[config.mk]
export PLATFORM = sky130hd
export DESIGN_NAME = rst_hold_ctrl
export DESIGN_NICKNAME = d
export VERILOG_FILES = /design/src/rtl/rst_mode_pkg.sv /design/src/rtl/rst_mode_ctrl.sv /design/src/rtl/rst_mode_hold.sv /design/src/rtl/rst_hold_ctrl.sv
export SDC_FILE = /design/constraint.sdc
export NUM_CORES = 1
export LEC_CHECK = 0
export CAP_MARGIN = 20
export CORE_AREA = 3 3 40 42
export DETAILED_ROUTE_END_ITERATION = 10
export DIE_AREA = 0 0 43 45
export DONT_BUFFER_PORTS = 1
export SYNTH_ARGS = -nofsm -noshare
export SYNTH_HDL_FRONTEND = slang
export SYNTH_SLANG_ARGS = --single-unit
[constraint.sdc]
create_clock -name clk -period 1.2 [get_ports clk]
set_input_delay 0.18 -clock clk [delete_from_list [all_inputs] [get_ports clk]]
set_output_delay 0.18 -clock clk [all_outputs]
set_load 0.1 [all_outputs]
[src/rtl/rst_mode_pkg.sv]
package rst_mode_pkg;

  // Strobes from the control to the hold datapath
  typedef struct packed {
    logic cntInc;   // advance the low-run counter
    logic cntClr;   // restart the low-run counter
    logic holdSet;  // latch the hold state
    logic holdClr;  // drop the hold state (fresh reset edge)
  } holdCtl_t;

endpackage

[src/rtl/rst_mode_ctrl.sv]
module rst_mode_ctrl
  import rst_mode_pkg::*;
(
  input  logic     clk,
  input  logic     porN,
  input  logic     modeSel,
  input  logic     sysRstN,
  input  logic     dbgRstN,
  input  logic     breakMode,
  input  logic     atLast,
  output holdCtl_t ctl,
  output logic     cpuRstDec,
  output logic     dbgRstDec
);

  localparam int NPINS = 2;

  logic [NPINS-1:0] pinNow;
  logic [NPINS-1:0] pinPrev;
  logic [NPINS-1:0] pinFall;
  logic             emuMode;
  logic             bothLow;

  assign pinNow  = {sysRstN, dbgRstN};
  assign emuMode = ~modeSel;
  assign bothLow = ~sysRstN & ~dbgRstN;

  // Registered copies of each pin for edge detection
  for (genvar i = 0; i < NPINS; i++) begin : g_edge
    always_ff @(posedge clk or negedge porN) begin
      if (!porN) pinPrev[i] <= 1'b1;
      else       pinPrev[i] <= pinNow[i];
    end
    assign pinFall[i] = pinPrev[i] & ~pinNow[i];
  end

  // Direct decode of the pin pattern
  always_comb begin
    cpuRstDec = 1'b0;
    dbgRstDec = 1'b0;
    unique case ({sysRstN, dbgRstN})
      2'b00: begin
        cpuRstDec = 1'b1;
        dbgRstDec = 1'b1;
      end
      2'b01:   cpuRstDec = modeSel | ~breakMode;
      2'b10:   dbgRstDec = 1'b1;
      default: ;
    endcase
  end

  // Hold sequencing strobes
  always_comb begin
    ctl.holdClr = |pinFall;
    ctl.holdSet = emuMode & bothLow & atLast;
    ctl.cntInc  = emuMode & bothLow & ~atLast;
    ctl.cntClr  = ~(emuMode & bothLow);
  end

endmodule

[src/rtl/rst_mode_hold.sv]
module rst_mode_hold
  import rst_mode_pkg::*;
#(
  parameter int HOLD_CYCLES = 4
) (
  input  logic     clk,
  input  logic     porN,
  input  holdCtl_t ctl,
  output logic     atLast,
  output logic     holdFlag
);

  localparam int CNT_W = (HOLD_CYCLES > 2) ? $clog2(HOLD_CYCLES) : 1;
  localparam logic [CNT_W-1:0] LAST = CNT_W'(HOLD_CYCLES - 1);

  logic [CNT_W-1:0] lowCnt;

  assign atLast = (lowCnt == LAST);

  always_ff @(posedge clk or negedge porN) begin
    if (!porN)           lowCnt <= '0;
    else if (ctl.cntClr) lowCnt <= '0;
    else if (ctl.cntInc) lowCnt <= lowCnt + 1'b1;
  end

  // A fresh reset edge wins over a set in the same cycle
  always_ff @(posedge clk or negedge porN) begin
    if (!porN)            holdFlag <= 1'b0;
    else if (ctl.holdClr) holdFlag <= 1'b0;
    else if (ctl.holdSet) holdFlag <= 1'b1;
  end

endmodule

[src/rtl/rst_hold_ctrl.sv]
module rst_hold_ctrl
  import rst_mode_pkg::*;
#(
  parameter int HOLD_CYCLES = 4
) (
  input  logic clk,
  input  logic porN,
  input  logic modeSel,
  input  logic sysRstN,
  input  logic dbgRstN,
  input  logic breakMode,
  output logic cpuRst,
  output logic dbgUnitRst,
  output logic dbgEnable,
  output logic holdActive
);

  holdCtl_t ctl;
  logic     atLast;
  logic     cpuRstDec;
  logic     dbgRstDec;
  logic     holdFlag;

  rst_mode_ctrl ctrlI (
    .clk       (clk),
    .porN      (porN),
    .modeSel   (modeSel),
    .sysRstN   (sysRstN),
    .dbgRstN   (dbgRstN),
    .breakMode (breakMode),
    .atLast    (atLast),
    .ctl       (ctl),
    .cpuRstDec (cpuRstDec),
    .dbgRstDec (dbgRstDec)
  );

  rst_mode_hold #(.HOLD_CYCLES(HOLD_CYCLES)) holdI (
    .clk      (clk),
    .porN     (porN),
    .ctl      (ctl),
    .atLast   (atLast),
    .holdFlag (holdFlag)
  );

  assign cpuRst     = cpuRstDec | holdFlag;
  assign dbgUnitRst = dbgRstDec;
  assign dbgEnable  = ~dbgRstDec;
  assign holdActive = holdFlag;

endmodule

# Word level (Yosys, flattened, before mapping)
# Cells that the tools add are included.
# Widths: inputs -> output; s select.
word_totals:
  wordCells: 33
  ff_bits: 5
  output_inout_bits: 4
  input_bits: 6
classes:
  n_reduce_logical: 4
  bitwise_logic: 14
  eq_ne: 4
  addsub: 1
  muxes: 6
ops:
  columns: ["op", "count"]
  rows:
  - ["$and 1x1->1", 6]
  - ["$not 1->1", 6]
  - ["$eq 2x2->1 const B", 2]
  - ["$mux 2", 2]
  - ["$reduce_or 2->1", 2]
  - ["$mux 1", 3]
  - ["$add 2x1->2 const B", 1]
  - ["$eq 2x1->1 const B", 1]
  - ["$logic_not 2->1", 1]
  - ["$ne 2x2->1 const B", 1]
  - ["$or 1x1->1", 2]
  - ["$pmux 1 s2", 1]
  - ["$reduce_bool 2->1", 1]

# Logic depth before layout (Yosys ltp)
logic_depth:
  depth_word: 6
  depth_mapped: 3
  ltp_nobuf: 3

# Modules after synthesis
# Synthesis repeated with hierarchy kept, for this count alone.
unflattened:
  cells_unflattened: 23
  hier_area_um2: 237.7
modules_own_cells:
  columns: ["mod", "cells_each", "area_each_um2", "seq_area_each_um2", "instances"]
  rows:
  - ["rst_mode_hold", 10, 121.4, 75.1, 1]
  - ["rst_mode_ctrl", 11, 106.4, 52.6, 1]
  - ["rst_hold_ctrl", 2, 10.0, 0.0, 1]

# Worst setup path after synthesis
# OpenSTA, ideal clock, no wires.
synth_path:
  path_kind: "input -> output"
  start: "input dbgRstN"
  end: "output cpuRst"
  t_required_ns: 1.020
  path_slack_ns: -1.453
  cell_stages: 2
  t_arrival_ns: 2.473
  path_buffers: 0
  cell_sequence: "and3b_2 o21ai_0"
synth_via:
  elab_chain_cells: 3
  word_cells_on_any_way: 4
  classes_between: "eq/ne: 1; mux: 1; bitwise: 1; reduce/logical: 1"
synth_lines:
  columns: ["element", "line_no", "text"]
  rows:
  - ["from (decl)", "rst_hold_ctrl.sv:10", "input logic dbgRstN,"]
  - ["$eq 2x1->1 or $logic_not 2->1 (tied branches)", "rst_mode_ctrl.sv:41", "unique case ({sysRstN, dbgRstN})"]
  - ["$pmux 1 s2 (*)", "rst_mode_ctrl.sv:41", null]
  - ["$or 1x1->1 (*)", "rst_hold_ctrl.sv:45", "assign cpuRst = cpuRstDec | holdFlag;"]
  - ["to (decl)", "rst_hold_ctrl.sv:12", "output logic cpuRst,"]
# Mark *: on every way between the ends. The rest lies on a longest branch, timed or not.

# Final worst setup path
layout_path:
  start: "register holdI.holdFlag"
  end: "output cpuRst"
layout_via:
  elab_chain_cells: 1
layout_lines:
  columns: ["element", "line_no", "text"]
  rows:
  - ["from (decl)", "rst_mode_hold.sv:10", "output logic holdFlag"]
  - ["from (signal assigned)", "rst_mode_hold.sv:28", "if (!porN) holdFlag <= 1'b0;"]
  - ["from (signal assigned)", "rst_mode_hold.sv:29", "else if (ctl.holdClr) holdFlag <= 1'b0;"]
  - ["from (signal assigned)", "rst_mode_hold.sv:30", "else if (ctl.holdSet) holdFlag <= 1'b1;"]
  - ["$or 1x1->1", "rst_hold_ctrl.sv:45", null]
# Every way passes these cells.

==> flow_summary.ini <==
[global_routing]
grt_pass1_vias = 218
grt_overflow_total = 0
grt_max_degree = 7
grt_antenna_before_repair = 0
grt_pass1_wl_um = 855
grtUsageTotal = 0.0653

[final_layout]
antennaDiodeCount = 0
final_layout_size_suffix_gt1_frac = 0.533
nets = 38
syn2layout_area_growth_pct = 51.3
fin_util = 0.287
layout_common_cells = nor2_1 (3), clkbuf_4 (3), dlygate4sd3_1 (3), buf_4 (3)
fillers = 137

[synthesis]
syn_area_um2 = 244
netlist_instances = 20
synth_cell_types = 14
yosysWarningCount = 0
syn_avg_cell_area_um2 = 12.2
ys_seq_area_frac = 0.523
synth.top_cell.area_share = 0.308
synth_area_leader_cell = dfrtp_1
ys_ff_latch = 5
syn-num-nets = 27
synthTopCellsByArea = dfrtp_1 (31%), dfstp_2 (22%), a2111oi_2 (6.2%), ha_1 (5.1%), nor2_1 (4.6%)

[clocking]
cts_buffers = 3
insertion_delay_ps = 250
clockBufferDepth = 2
clock-root-buffer = clkbuf_4
cts_sinks = 5
tritoncts = yes
h-tree-depth = 1
clk_pin_slew_ps = 50

[timing]
clock.fmax_mhz = 826
setup_ws_ps = -11.1
relSlewSlack = 0.816
clock_skew_ps = 6.89
setup_viol = 1
rsz0062_at_grt = true
drv_slew = 0
finalHoldViolCount = 0
period_minus_slack_ps = 1210
fin_crit_sh = 1.01
worstMarginPinSlew_ps = 279
hold_ws_ps = 114

[routing]
drtIter0Drc = 3
drc = 0
num_vias = 185
antenna_left = 0
wl_per_cell_um = 10.7
drt-total-wl_um = 481
routed_via_density = 4.11
drtPass1Iterations = 4

[placed_design]
place_congestion = 0.656
portBuffers = 0
hpwl_um = 351

[power_and_ir_drop]
leakage_nw = 0.164
power_density_mw_per_mm2 = 1220
irDropWorstVdd_uv = 653

[setup_path]
path_class = flip-flop to output port
r2r_start = holdI.holdFlag
worstPathMaxFanout = 3
rr_worst_depth = 3
end_kind = output port
worstSetupStartpoint = holdI.holdFlag
startpoint_type = flip-flop
crit_arrival_ps = 1030
worst_ep_required_time_ps = 1020

[die]
die_h_um = 45
rows = 13
io_pins = 10
start_util = 0.190
core_mm2 = 0.00128
dieArea_mm2 = 0.00194
die_w_um = 43

[run_status]
violations = setup timing
status = finished, violations left

[run]
drv_cap = 0

[min_path]
min_path_cells = 2
holdCritStartpoint = modeSel
hp-class = input pin to flip-flop
-- metal layers --
layer | global-route usage | routed length [um] | vias to the layer above
li1 | - | - | 85
met1 | 0.0587 | 174 | 86
met2 | 0.102 | 224 | 12
met3 | 0.0558 | 70 | 2
met5 | 0 | 0 | -
met4 | 0.0361 | 12 | 0
-- logic make-up after synthesis --
logic type,count (synthesis),synth area share
xor+xnor,1,0.0359
fa+ha+maj,1,0.0513
buf+inv,3,0.0718
flops,5,0.523
mux,1,0.0410
simple gates,7,0.195
compound gates,2,0.0820
-- synthesized netlist by cell type --
cell type and number:
and3b_2 1, a2111oi_2 1, nor2_1 3, ha_1 1
o21ai_0 1, dfrtp_1 3, or3_4 1, and2b_2 1
dfstp_2 2, nor2b_1 1, inv_1 2, dlygate4sd3_1 1
xor2_1 1, mux2i_1 1
-- stage by stage --
stage / instances / instance area, um2 / worst slack (ps) / setup TNS (ps) / total power, W
after global placement: 37 / 295 / 181 / 0 / 0.000238
after floorplan: 20 / 250 / -168 / -168 / 0.000239
final: 45 / 369 / -11.1 / -11.1 / 0.000451
after CTS: 45 / 369 / -19.5 / -19.5 / 0.000457
after global routing: 45 / 369 / -39.3 / -39.3 / 0.000470
after detailed placement: 37 / 295 / 161 / 0 / 0.000240
-- where the power goes --
part | total (W) | internal (W) | switching (W)
clock network | 0.000201 | 0.000126 | 0.0000753
logic | 0.0000710 | 0.0000278 | 0.0000432
registers | 0.000178 | 0.000177 | 0.00000162
total | 0.000451 | 0.000331 | 0.000120
-- worst max-delay path, cell delays in order (launching register included) --
cell	delay [ps]
dfrtp_4	490
inv_4	70
o21ai_4	60
buf_12	160
-- path summary, 6_finish.rpt --
| kind | endpoint | slack (ps) |
|---|---|---|
| setup / recovery | cpuRst | -10 |
| hold / removal | holdI.lowCnt[0] | 110 |
| setup reg to reg | holdI.holdFlag | 220 |
| hold reg to reg | holdI.lowCnt[0] | 540 |
| max in group asynchronous | ctrlI.pinPrev[1] | 700 |
| min in group asynchronous | holdI.holdFlag | 230 |
-- cell type report --
cell class,count,area (um2),share of cell area
sequential,5,131,0.356
multi-input combinational,12,110,0.298
timing repair buffer,7,72.6,0.197
clock buffer,4,26.3,0.0712
tap,15,18.8,0.0508
inverter,2,10.0,0.0271
-- repair_timing --
item,in CTS,in global routing
buffers inserted,1,0
gates resized for setup,3,0
hold endpoints to repair,7,0
hold buffers,3,0
setup endpoints to repair,1,1
-- state kept, by name, summed over array words and instances (netlist names) --
| signal | count |
|---|---|
| ctrlI.pinPrev | 2 |
| holdI.holdFlag | 1 |
| holdI.lowCnt | 2 |
Power figures use the tool's default switching activity.
